<file path="src/rtl/mdio_pkg.sv">
package mdio_pkg;

    localparam int FRAME_BITS = 32;
    localparam int DATA_BITS  = 16;
    localparam int SEL_W      = 3;
    localparam int MAX_HALF   = 48;
    localparam int HCNT_W     = $clog2(MAX_HALF);

    localparam logic [1:0] OP_WR = 2'b01;
    localparam logic [1:0] OP_RD = 2'b10;

    typedef struct packed {
        logic [1:0]           sof;
        logic [1:0]           op;
        logic [4:0]           phy;
        logic [4:0]           regn;
        logic [1:0]           code;
        logic [DATA_BITS-1:0] data;
    } mgmt_word_t;

    typedef enum logic {
        ENG_IDLE = 1'b0,
        ENG_BUSY = 1'b1
    } eng_state_t;

    // Half of the MDC period, in system clocks, for a given select code.
    function automatic logic [6:0] half_of(input logic [SEL_W-1:0] sel);
        case (sel)
            3'd0:    half_of = 7'd4;
            3'd1:    half_of = 7'd8;
            3'd2:    half_of = 7'd16;
            3'd3:    half_of = 7'd24;
            3'd4:    half_of = 7'd32;
            default: half_of = 7'd48;
        endcase
    endfunction

endpackage

</file>
<file path="src/rtl/mdio_clkgen.sv">
module mdio_clkgen #(
    parameter int HCNT_W = 6
) (
    input  logic              clk,
    input  logic              rst,
    input  logic              run,
    input  logic [HCNT_W-1:0] hlim,
    output logic              mdc_raw,
    output logic              rise_stb,
    output logic              fall_stb
);

    logic [HCNT_W-1:0] hcnt;
    logic              wrap;

    assign wrap = (hcnt == hlim);

    always_ff @(posedge clk) begin
        if (rst || !run) begin
            hcnt    <= '0;
            mdc_raw <= 1'b0;
        end else if (wrap) begin
            hcnt    <= '0;
            mdc_raw <= ~mdc_raw;
        end else begin
            hcnt <= hcnt + 1'b1;
        end
    end

    // Strobes mark the cycle whose clock edge toggles MDC.
    assign rise_stb = run && wrap && !mdc_raw;
    assign fall_stb = run && wrap &&  mdc_raw;

endmodule

</file>
<file path="src/rtl/mdio_shifter.sv">
module mdio_shifter
    import mdio_pkg::*;
#(
    parameter int PRE_LEN = 32,
    parameter int BIDX_W  = 6
) (
    input  logic                 clk,
    input  logic                 rst,
    input  logic                 load,
    input  logic                 kill,
    input  mgmt_word_t           word,
    input  logic                 rise_stb,
    input  logic                 fall_stb,
    input  logic                 mdio_i,
    output logic                 bit_out,
    output logic                 drive,
    output logic                 done,
    output logic [DATA_BITS-1:0] rdata
);

    localparam int TOTAL   = PRE_LEN + FRAME_BITS;
    localparam int LAST    = TOTAL - 1;
    localparam int TA_IDX  = PRE_LEN + 14;
    localparam int DAT_IDX = PRE_LEN + 16;

    logic [BIDX_W-1:0]     bidx;
    logic [FRAME_BITS-1:0] sreg;
    logic                  is_rd;
    logic                  active;
    logic                  in_pre;
    logic                  at_last;

    assign in_pre  = (bidx < BIDX_W'(PRE_LEN));
    assign at_last = (bidx == BIDX_W'(LAST));

    always_ff @(posedge clk) begin
        if (rst) begin
            bidx   <= '0;
            sreg   <= '0;
            is_rd  <= 1'b0;
            active <= 1'b0;
            done   <= 1'b0;
            rdata  <= '0;
        end else begin
            done <= 1'b0;
            if (load) begin
                bidx   <= '0;
                sreg   <= word;
                is_rd  <= (word.op == OP_RD);
                rdata  <= '0;
                active <= 1'b1;
            end else if (kill) begin
                active <= 1'b0;
            end else if (active) begin
                if (rise_stb && is_rd && bidx >= BIDX_W'(DAT_IDX))
                    rdata <= {rdata[DATA_BITS-2:0], mdio_i};
                if (fall_stb) begin
                    if (at_last) begin
                        active <= 1'b0;
                        done   <= 1'b1;
                    end else begin
                        bidx <= bidx + 1'b1;
                        if (!in_pre)
                            sreg <= sreg << 1;
                    end
                end
            end
        end
    end

    assign bit_out = in_pre ? 1'b1 : sreg[FRAME_BITS-1];
    assign drive   = active && !(is_rd && bidx >= BIDX_W'(TA_IDX));

endmodule

</file>
<file path="src/rtl/mdio_mgmt_ctrl.sv">
module mdio_mgmt_ctrl
    import mdio_pkg::*;
#(
    parameter int PRE_LEN = 32
) (
    input  logic             clk,
    input  logic             rst,
    input  logic             mgmt_en,
    input  logic [SEL_W-1:0] div_sel,
    input  logic             wr_en,
    input  logic [31:0]      wr_data,
    output logic [31:0]      mgmt_word,
    output logic             idle,
    output logic             mdc,
    output logic             mdio_o,
    output logic             mdio_oe,
    input  logic             mdio_i
);

    localparam int TOTAL  = PRE_LEN + FRAME_BITS;
    localparam int BIDX_W = $clog2(TOTAL);

    eng_state_t            state;
    mgmt_word_t            word_q;
    logic [HCNT_W-1:0]     hlim_q;
    logic [6:0]            half_w;
    logic                  accept_wr;
    logic                  start;
    logic                  abort;
    logic                  run;
    logic                  mdc_raw;
    logic                  rise_stb;
    logic                  fall_stb;
    logic                  bit_out;
    logic                  drive;
    logic                  eng_done;
    logic [DATA_BITS-1:0]  rd_data;

    assign half_w    = half_of(div_sel);
    assign accept_wr = wr_en && (state == ENG_IDLE);
    assign start     = accept_wr && mgmt_en;
    assign abort     = (state == ENG_BUSY) && !mgmt_en;
    assign run       = (state == ENG_BUSY) && mgmt_en;

    always_ff @(posedge clk) begin
        if (rst) begin
            state  <= ENG_IDLE;
            word_q <= '0;
            hlim_q <= '0;
        end else begin
            if (accept_wr)
                word_q <= wr_data;
            if (start) begin
                state  <= ENG_BUSY;
                hlim_q <= HCNT_W'(half_w - 7'd1);
            end else if (abort) begin
                state <= ENG_IDLE;
            end else if (eng_done) begin
                state <= ENG_IDLE;
                if (word_q.op == OP_RD)
                    word_q.data <= rd_data;
            end
        end
    end

    mdio_clkgen #(
        .HCNT_W (HCNT_W)
    ) u_clkgen (
        .clk      (clk),
        .rst      (rst),
        .run      (run),
        .hlim     (hlim_q),
        .mdc_raw  (mdc_raw),
        .rise_stb (rise_stb),
        .fall_stb (fall_stb)
    );

    mdio_shifter #(
        .PRE_LEN (PRE_LEN),
        .BIDX_W  (BIDX_W)
    ) u_shifter (
        .clk      (clk),
        .rst      (rst),
        .load     (start),
        .kill     (abort),
        .word     (mgmt_word_t'(wr_data)),
        .rise_stb (rise_stb),
        .fall_stb (fall_stb),
        .mdio_i   (mdio_i),
        .bit_out  (bit_out),
        .drive    (drive),
        .done     (eng_done),
        .rdata    (rd_data)
    );

    assign mgmt_word = word_q;
    assign idle      = (state == ENG_IDLE);
    assign mdc       = mdc_raw && run;
    assign mdio_oe   = drive && run;
    assign mdio_o    = bit_out && mdio_oe;

endmodule

</file>
<file path="config.mk">
export PLATFORM = sky130hd
export DESIGN_NAME = mdio_mgmt_ctrl
export DESIGN_NICKNAME = d
export VERILOG_FILES = /design/src/rtl/mdio_pkg.sv /design/src/rtl/mdio_clkgen.sv /design/src/rtl/mdio_shifter.sv /design/src/rtl/mdio_mgmt_ctrl.sv
export SDC_FILE = /design/constraint.sdc
export NUM_CORES = 1
export LEC_CHECK = 0
export BUFFER_PORTS_ARGS = -buffer_cell sky130_fd_sc_hd__buf_4
export CAP_MARGIN = 20
export CORE_MARGIN = 4
export CORE_UTILIZATION = 36
export DETAILED_ROUTE_END_ITERATION = 6
export HOLD_SLACK_MARGIN = 0.05
export REMOVE_ABC_BUFFERS = 1
export SYNTH_ARGS = -nofsm -noshare
export SYNTH_HDL_FRONTEND = slang
export SYNTH_SLANG_ARGS = --single-unit
</file>
<file path="constraint.sdc">
create_clock -name clk -period 3.3 [get_ports clk]
set_input_delay 0.165 -clock clk [delete_from_list [all_inputs] [get_ports clk]]
set_output_delay 0.165 -clock clk [all_outputs]
set_load 0.03 [all_outputs]
</file>
======== Word level (Yosys, flattened, before mapping) ========
Index checks and enable logic that the tools add are counted.
word-level totals
  output and inout bits ................... 36
  word-level logic and storage cells ...... 90
  bits of input ports ..................... 40
  flip-flop bits (word level) ............. 103
cells by class
  $add $sub $neg .......................... 3
  bitwise logic cells ..................... 6
  eq/ne operators ......................... 11
  $lt $le $gt $ge ......................... 3
  mux-type cells .......................... 22
  reduce and logical (&&, ||, !) cells .... 29
operators by type and width
  operator                                                            count
  32-bit two-way mux                                                  6
  16-bit two-way mux                                                  5
  6-bit case mux with 5 select lines                                  1
  1-bit logical AND                                                   14
  6-bit by 1-bit adder with 6-bit output, second input constant       2
  6-bit >= comparator, second input constant                          2
  1-bit two-way mux                                                   10
  3-bit by 2-bit == test with 1-bit output, second input constant     2
  6-bit == test                                                       1
  6-bit == test, second input constant                                1
  6-bit less-than comparator, second input constant                   1
  2-bit inequality test, second input constant                        3
  1-bit NOT                                                           6
  6-bit by 1-bit subtractor with 6-bit output, second input constant  1
  5-bit AND reduction                                                 1
  5-bit OR reduction                                                  1
  2-bit == test, second input constant                                2
  1-bit zero test                                                     4
  4-bit AND reduction                                                 1
  2-bit nonzero test                                                  2
  2-bit OR reduction                                                  2
  3-bit by 1-bit == test with 1-bit output, second input constant     1
  3-bit == test, second input constant                                1
  3-bit zero test                                                     1
  other kinds (3)                                                     3

======== Longest topological paths before layout ========
Gate-level depths: netlist of the first run.
  depth after elaboration ................. 7
  mapped depth ............................ 8
  mapped depth without buffers ............ 6

======== Modules after synthesis ========
From an unflattened synthesis of the first run, not the netlist that was laid out.
second synthesis, totals
  cells, all modules ...................... 541
  area, all modules ....................... 4903.5 µm²
modules (own cells, without submodules)
  module          seq. area each (µm²)  area an instance (µm²)  cells each  instances
  mdio_shifter    1141.1                2875.3                  320         1
  mdio_mgmt_ctrl  760.7                 1680.4                  182         1
  mdio_clkgen     140.1                 347.8                   39          1

======== Worst setup path before layout of the first run ========
Ideal clock, no wire load.
  kind .................................... register to register
  from .................................... reg u_shifter.bidx[0]
  to ...................................... reg u_shifter.sreg[10]
  library setup time ...................... 86 ps
  slack ................................... 1359 ps
  data required time ...................... 3214 ps
  buffers on the path ..................... 1
  cell stages (with the launch flop) ...... 8
  clock period less this slack ............ 1941 ps
  data arrival time ....................... 1855 ps
  path through ............................ dfxtp_1 ha_1 and4_1 a21oi_1 nand4_2 buf_2 mux2i_1 a211oi_1
between the ends
  word-level cells in the longest chain between the ends .. 3
  elaborated cells between the ends (all ways) .. 5
  classes of those cells .................. 1 x order compare; 3 x eq/ne; 1 x reduce/logical
ends and longest elaborated chain
  element                                                             line                                    source
  start: declaration                                                  mdio_shifter.sv:26                      logic [BIDX_W-1:0] bidx;
  start signal: assignment                                            mdio_shifter.sv:62                      bidx <= bidx + 1'b1;
  6-bit less-than comparator / 6-bit == test (equally long branches)  mdio_shifter.sv:33, mdio_shifter.sv:34
  2-bit inequality test (no line)                                     -
  5-bit AND reduction (no line) (*)                                   -
  end signal: assignment                                              mdio_shifter.sv:48                      sreg <= word;
  end signal: assignment                                              mdio_shifter.sv:64                      sreg <= sreg << 1;
  end: declaration                                                    mdio_shifter.sv:27                      logic [FRAME_BITS-1:0] sreg;
Every way passes the cells marked *; elsewhere a longest branch is shown, timed or not.
A chain may end at the register's enable or synchronous reset.

======== Worst setup path after layout of the first run ========
  from .................................... reg u_shifter.bidx[0]
  to ...................................... reg u_shifter.sreg[9]
The elaborated chain is that of the path after synthesis.

==> summary.txt, run 1 <==
Status
  – Outcome: finished clean

Drt
  – Initial drt markers: 171
  – ANT nets after route: 0
  – Mean number of vias per cell: slightly above 5
  – DRT Wirelength: approximately 9.9 mm
  – DRC Markers: 0
  – Via Count: ~3400
  – TritonRoute pass-1 iters: 4
  – Avg WL per Cell: about 15 um

Synthesis
  – Yosys warns: 0
  – Synthesized netlist cell count: 466
  – Syn_area_per_cell: 8.97 um^2
  – Synth Area in Simple Gates: roughly a fifth
  – Synth top area cells: dfxtp_1 49%, mux2i_1 12%, nor2_1 7.1%, a211oi_1 5.8%, nand2_1 4.3%
  – Post-Syn Area: ~4200 um^2
  – Largest family of logic cells by synthesized area: simple AND/OR/NAND/NOR gates
  – Post-synthesis cell type count: 39
  – Yosys top cell area share: 48.9%
  – Mux contribution to synthesized area: around an eighth
  – Post-Synth Adder-Cell Area: less than 1%
  – Seq/Total Area, Yosys: between 40% and 50%
  – Compound-Gate Fraction of Synth Area: between 10% and 20%
  – Top cell type by total area after synthesis: dfxtp_1
  – Flops & latches, synth: ~100
  – Post-synthesis xor/xnor area fraction: ~2.5%

Critical path
  – Crit path required time: approximately 3.6 ns
  – Critical path depth: 7
  – Critical-path cell list: ha_1 -> and4_1 -> a21oi_1 -> nand4_2 -> buf_4 -> mux2i_1 -> a211oi_1
  – Critical path arrival: approximately 2.4 ns
  – Reg2reg end: u_shifter.sreg[9]
  – Critical path startpoint: u_shifter.bidx[0]
  – Reg2Reg Depth: 7
  – R2R setup slack: roughly 1.1 ns
  – Critical path endpoint: u_shifter.sreg[9]
  – Max stage delay on crit path: between 0.3 and 0.4 ns
  – CP endpoint kind: register
  – CP top delay family: compound AO/OA/AOI/OAI gates
  – CP Launch Type: register
  – Slowest CP cell: dfxtp_1
  – Crit path buf inv count: 1
  – Crit-path max FO: 32
  – Kind of critical path: reg -> reg
  – R2r startpoint: u_shifter.bidx[0]

Final layout
  – Most common cell after layout, fill and taps aside: dfxtp_1
  – Nets@finish: approximately 570
  – Most frequent cells in the layout: 102 x dfxtp_1, 79 x nor2_1, 79 x buf_4
  – Final core occ: 45.4%
  – Fin area: around 5200 um^2
  – Area Overhead vs Synth: 23.6%
  – Final non-filler cell total: between 600 and 700
  – Share of cells above drive strength 1: between 10% and 20%
  – # diodes: 0

Die
  – Die area: between 10000 and 15000 um^2
  – Ports: between 70 and 80
  – Die W: between 100 and 150 um
  – Row cnt: 39
  – Core area: about 11000 um^2
  – Starting Density: 36.7%
  – Die Ht: 116 um

Placed design
  – Port Buffers: 75
  – Final Wtd Congestion: just over 0.8
  – Detail Placement HPWL: 6.81 mm
  – Placed insts: 658
  – Placed Area: between 4000 and 5000 um^2
  – Place WS: about 1.1 ns

STA
  – Setup TNS: 0 ns
  – Slew HR: between 40% and 50%
  – RSZ-0062 raised after global routing: no
  – Final hold violation count: 0
  – Final clock skew: 0.00756 ns
  – Slew Viols, Final: 0
  – Fmax: 0.457 GHz
  – Worst-margin pin slew: between 0.8 and 0.9 ns
  – Post-route setup slack: approximately 1.1 ns
  – Tmin final: around 2.2 ns
  – Final setup violation count: 0
  – Final period utilization: 66.4%

Clocking
  – CTS Buf Count: 9
  – CTS H-tree lvls: 3
  – Number of hold buffers added after CTS: 0
  – CTS resizes: 0
  – Sink Count: 102
  – Clk buf depth: 2
  – Root Driver: clkbuf_16
  – Clk Latency, worst-skew pair: roughly 0.35 ns
  – Clock slew at reported path FFs: roughly 0.070 ns
  – CTS tree: done
  – Setup bufs post-CTS: 0

Pwr
  – Seq pwr share: a little under half
  – Clock network fraction of design power: 41.3%
  – Sw Ratio: roughly a quarter
  – Power Density: 542 nW/um^2
  – NetSw: around 0.69 mW
  – Maximum vdd drop: 0.311 mV
  – Leak Pwr: about 2.4 nW
  – Cell Int Power: around 2.1 mW
  – Combinational share of power: between 10% and 20%

Hold path
  – Worst hold path type: in -> reg
  – Min-delay src: wr_data[23]

Global routing
  – Vias in the first global route: ~3300
  – Initial antenna violation count: 0
  – GRT Total Usage: roughly 15%
  – First-pass GRT wire length: ~16 mm
  – Overflow after GRT: 0
  – Largest net degree at the start of global routing: around 50

Flow run
  – Max-cap violations: 0
[cell families after synthesis]
kind of cell | Yosys count
compound gates | 82
fa+ha+maj | 3
xor+xnor | 12
flops | 102
simple gates | 183
mux | 49
buf+inv | 35
[metal layers]
metal  routed length, um  share of wire (%)  global-route usage (%)
met1                4750                 48                    20.8
met2                4520                 46                    24.1
met3                 361                3.7                    3.34
met4                 221                2.2                    5.96
met5                   0                  0                       0
[layout make-up]
class                      count  area (um^2)
timing repair buffer          80          604
tap                          143          179
clock inverter                 5         81.3
multi-input combinational    329         2000
sequential                   102         2040
clock buffer                  11          243
fill                        1115         6200
inverter                       4         15.0
[state kept, by name, summed over array words and instances (netlist names)]
| name | count |
|---|---|
| u_clkgen.mdc_raw | 1 |
| hlim_q | 5 |
| u_shifter.done | 1 |
| mgmt_word | 32 |
| u_shifter.active | 1 |
| u_shifter.bidx | 6 |
| u_clkgen.hcnt | 6 |
| u_shifter.rdata | 16 |
| u_shifter.sreg | 32 |
| u_shifter.is_rd | 1 |
| state | 1 |
[stage by stage]
step	hold slack, ns	total power [mW]
3_5_place_dp	0.414	1.68
6_report	0.0710	2.80
4_1_cts	0.0624	2.82
5_1_grt	0.0675	2.92
3_3_place_gp	0.403	1.67
2_1_floorplan	0.234	1.53
[Yosys cell counts]
library cell  number
and3b_1            1
o31ai_1            1
nand3_1            7
o21ai_0            3
nor3_1            19
nand3b_1           2
nor2_1            79
a211oi_1          32
nor4_4             1
a31oi_1            1
nand3_2            1
o22ai_1           16
or3_2              2
or3_1              4
o211ai_1           1
nand4_1            2
or4_1              1
and2_1             2
ha_1               3
dfxtp_1          102
xnor2_1            3
and3_2             1
nand2_1           48
inv_1              4
clkbuf_1          26
and4_1             1
nor4_1             1
xor2_1             9
o311ai_0           1
and3_1             1
a21oi_1           26
nand3_4            1
mux2i_1           49
nand4_2            1
o21ai_1            1
nor2b_1            2
nand2b_1           5
and2_2             1
buf_2              5
[worst min-delay path: stages]
cell	delay [ns]
buf_4	0.11
nand2_1	0.05
a21oi_1	0.05
[worst min path at each step]
stage,endpoint,slack (ns),cells after the start
6_report,mgmt_word[23],0.07,3
5_1_grt,mgmt_word[17],0.07,3
4_1_cts,u_shifter.rdata[0],0.06,3
3_5_place_dp,u_shifter.rdata[0],0.41,3
3_3_place_gp,u_shifter.rdata[0],0.40,3
2_1_floorplan,hlim_q[4],0.23,1
[power by group through the flow]
stage          Clock, mW  Combinational (mW)  Sequential, mW
6_report            1.16               0.321            1.32
5_1_grt             1.23               0.353            1.33
4_1_cts             1.17               0.324            1.32
3_5_place_dp           0               0.323            1.35
3_3_place_gp           0               0.319            1.35
2_1_floorplan          0               0.132            1.40
(Power assumes the default switching activity.)
==> run 2: changes to the inputs <==
clock period = 2.1 ns   (was 3.3 ns; I/O delays follow)
==> summary.txt, run 2 (same netlist as run 1, synthesis figures left out) <==
Status
  – Outcome: finished clean

Critical path
  – Crit-path max FO: 8
  – Kind of critical path: reg -> reg
  – CP endpoint kind: register
  – Crit path required time: about 2.4 ns
  – Reg2Reg Depth: 6
  – R2R setup slack: about 0.17 ns
  – Critical path arrival: 2.20 ns
  – CP Launch Type: register

Clocking
  – Root Driver: clkbuf_16
  – Clock slew at reported path FFs: 0.07 ns
  – CTS H-tree lvls: 3
  – Sink Count: just over 100
  – CTS Buf Count: 9
  – Clk Latency, worst-skew pair: 0.34 ns
  – CTS tree: done
  – Clk buf depth: 2

Global routing
  – Largest net degree at the start of global routing: between 60 and 70
  – Met3 Use GR: 2.30%
  – Vias in the first global route: 3366
  – GR Util met2: between 20% and 30%
  – Met1 GRT Util: between 20% and 30%
  – Initial antenna violation count: 0
  – Most Used Layer, Global Route: met2
  – First-pass GRT wire length: between 15 and 20 mm
  – Overflow after GRT: 0
  – GRT Total Usage: approximately 15%

Placed design
  – Final Wtd Congestion: between 0.7 and 0.8
  – Place WS: around 0.038 ns
  – Detail Placement HPWL: around 6.7 mm
  – Placed insts: 663
  – Port Buffers: 75

Die
  – Core area: approximately 11000 um^2
  – Starting Density: roughly 37%
  – Die area: around 13000 um^2
  – Row cnt: 39
  – Ports: 76
  – Die W: around 120 um
  – Die Ht: 116 um

STA
  – Slew Viols, Final: 0
  – Worst-margin pin slew: a little under 0.8 ns
  – Final setup violation count: 0
  – Final period utilization: approximately nine tenths
  – Slew HR: a little under half
  – Post-route setup slack: ~0.17 ns
  – Final clock skew: roughly 0.009 ns
  – Tmin final: 1.93 ns
  – Final hold violation count: 0
  – RSZ-0062 raised after global routing: no
  – Setup TNS: 0 ns
  – Fmax: approximately 0.52 GHz

Final layout
  – Most frequent cells in the layout: 102 x dfxtp_1, 85 x buf_4, 79 x nor2_1
  – # diodes: 0
  – Area Overhead vs Synth: 31.7%
  – Nets@finish: about 600
  – Final core occ: between 40% and 50%
  – Share of cells above drive strength 1: around a fifth
  – Most common cell after layout, fill and taps aside: dfxtp_1
  – Final non-filler cell total: 705

Drt
  – TritonRoute pass-1 iters: 4
  – Avg WL per Cell: 13.8 um
  – DRC Markers: 0
  – Mean number of vias per cell: 5.03
  – Initial drt markers: roughly 150
  – DRT Wirelength: about 9.7 mm
  – ANT nets after route: 0
  – Via Count: 3546

Pwr
  – Power Density: 804 nW/um^2
  – Power Total: about 4.4 mW
  – Leak Pwr: ~2.5 nW
  – Maximum vdd drop: a little under 0.5 mV

Hold path
  – Worst hold path type: in -> reg
  – Cells on Worst Hold Path: 3

Flow run
  – Max-cap violations: 0
-- run 2: report_power, final --
group          internal [mW]  total (mW)  switching (mW)
Combinational          0.250       0.556           0.307
Sequential              2.03        2.08          0.0538
Clock                   1.10        1.79           0.683
-- run 2: cell type report --
type	count	area, um^2
fill	1061	5870
sequential	102	2040
multi-input combinational	329	2010
timing repair buffer	112	928
clock buffer	12	256
tap	143	179
clock inverter	3	67.6
inverter	4	15.0
-- run 2: final timing paths --
check	start	endpoint
worst max-delay path	u_shifter.bidx[0]	u_shifter.bidx[5]
worst min-delay path	wr_data[15]	mgmt_word[15]
worst max register to register	u_shifter.bidx[0]	u_shifter.bidx[5]
worst min register to register	mgmt_word[30]	mgmt_word[30]
-- run 2: what timing repair did --
item	CTS	global route
hold buffers	25	0
buffers inserted	0	2
setup endpoints to repair	0	35
hold endpoints to repair	25	0
gates resized for setup	0	2
-- run 2: routing by layer --
metal | vias to the layer above | share of wire [%]
li1 | 1825 | -
met1 | 1655 | 47
met2 | 54 | 49
met3 | 12 | 2.9
met4 | 0 | 1.7
met5 | - | 0
-- run 2: worst max-delay path, cell delays in order, from the launching register on --
cell and delay, ns:
dfxtp_1 0.35, ha_1 0.24, and4_1 0.25, a21oi_4 0.22, nand3_4 0.14, or4_1 0.52, a21oi_1 0.14
-- run 2: metrics by stage --
step,hold WS [ns],instance area (um^2)
final,0.0544,5500
after global routing,0.0529,5500
after CTS,0.0523,5470
after detailed placement,0.362,4900
after global placement,0.355,4890
after floorplan,0.174,4060
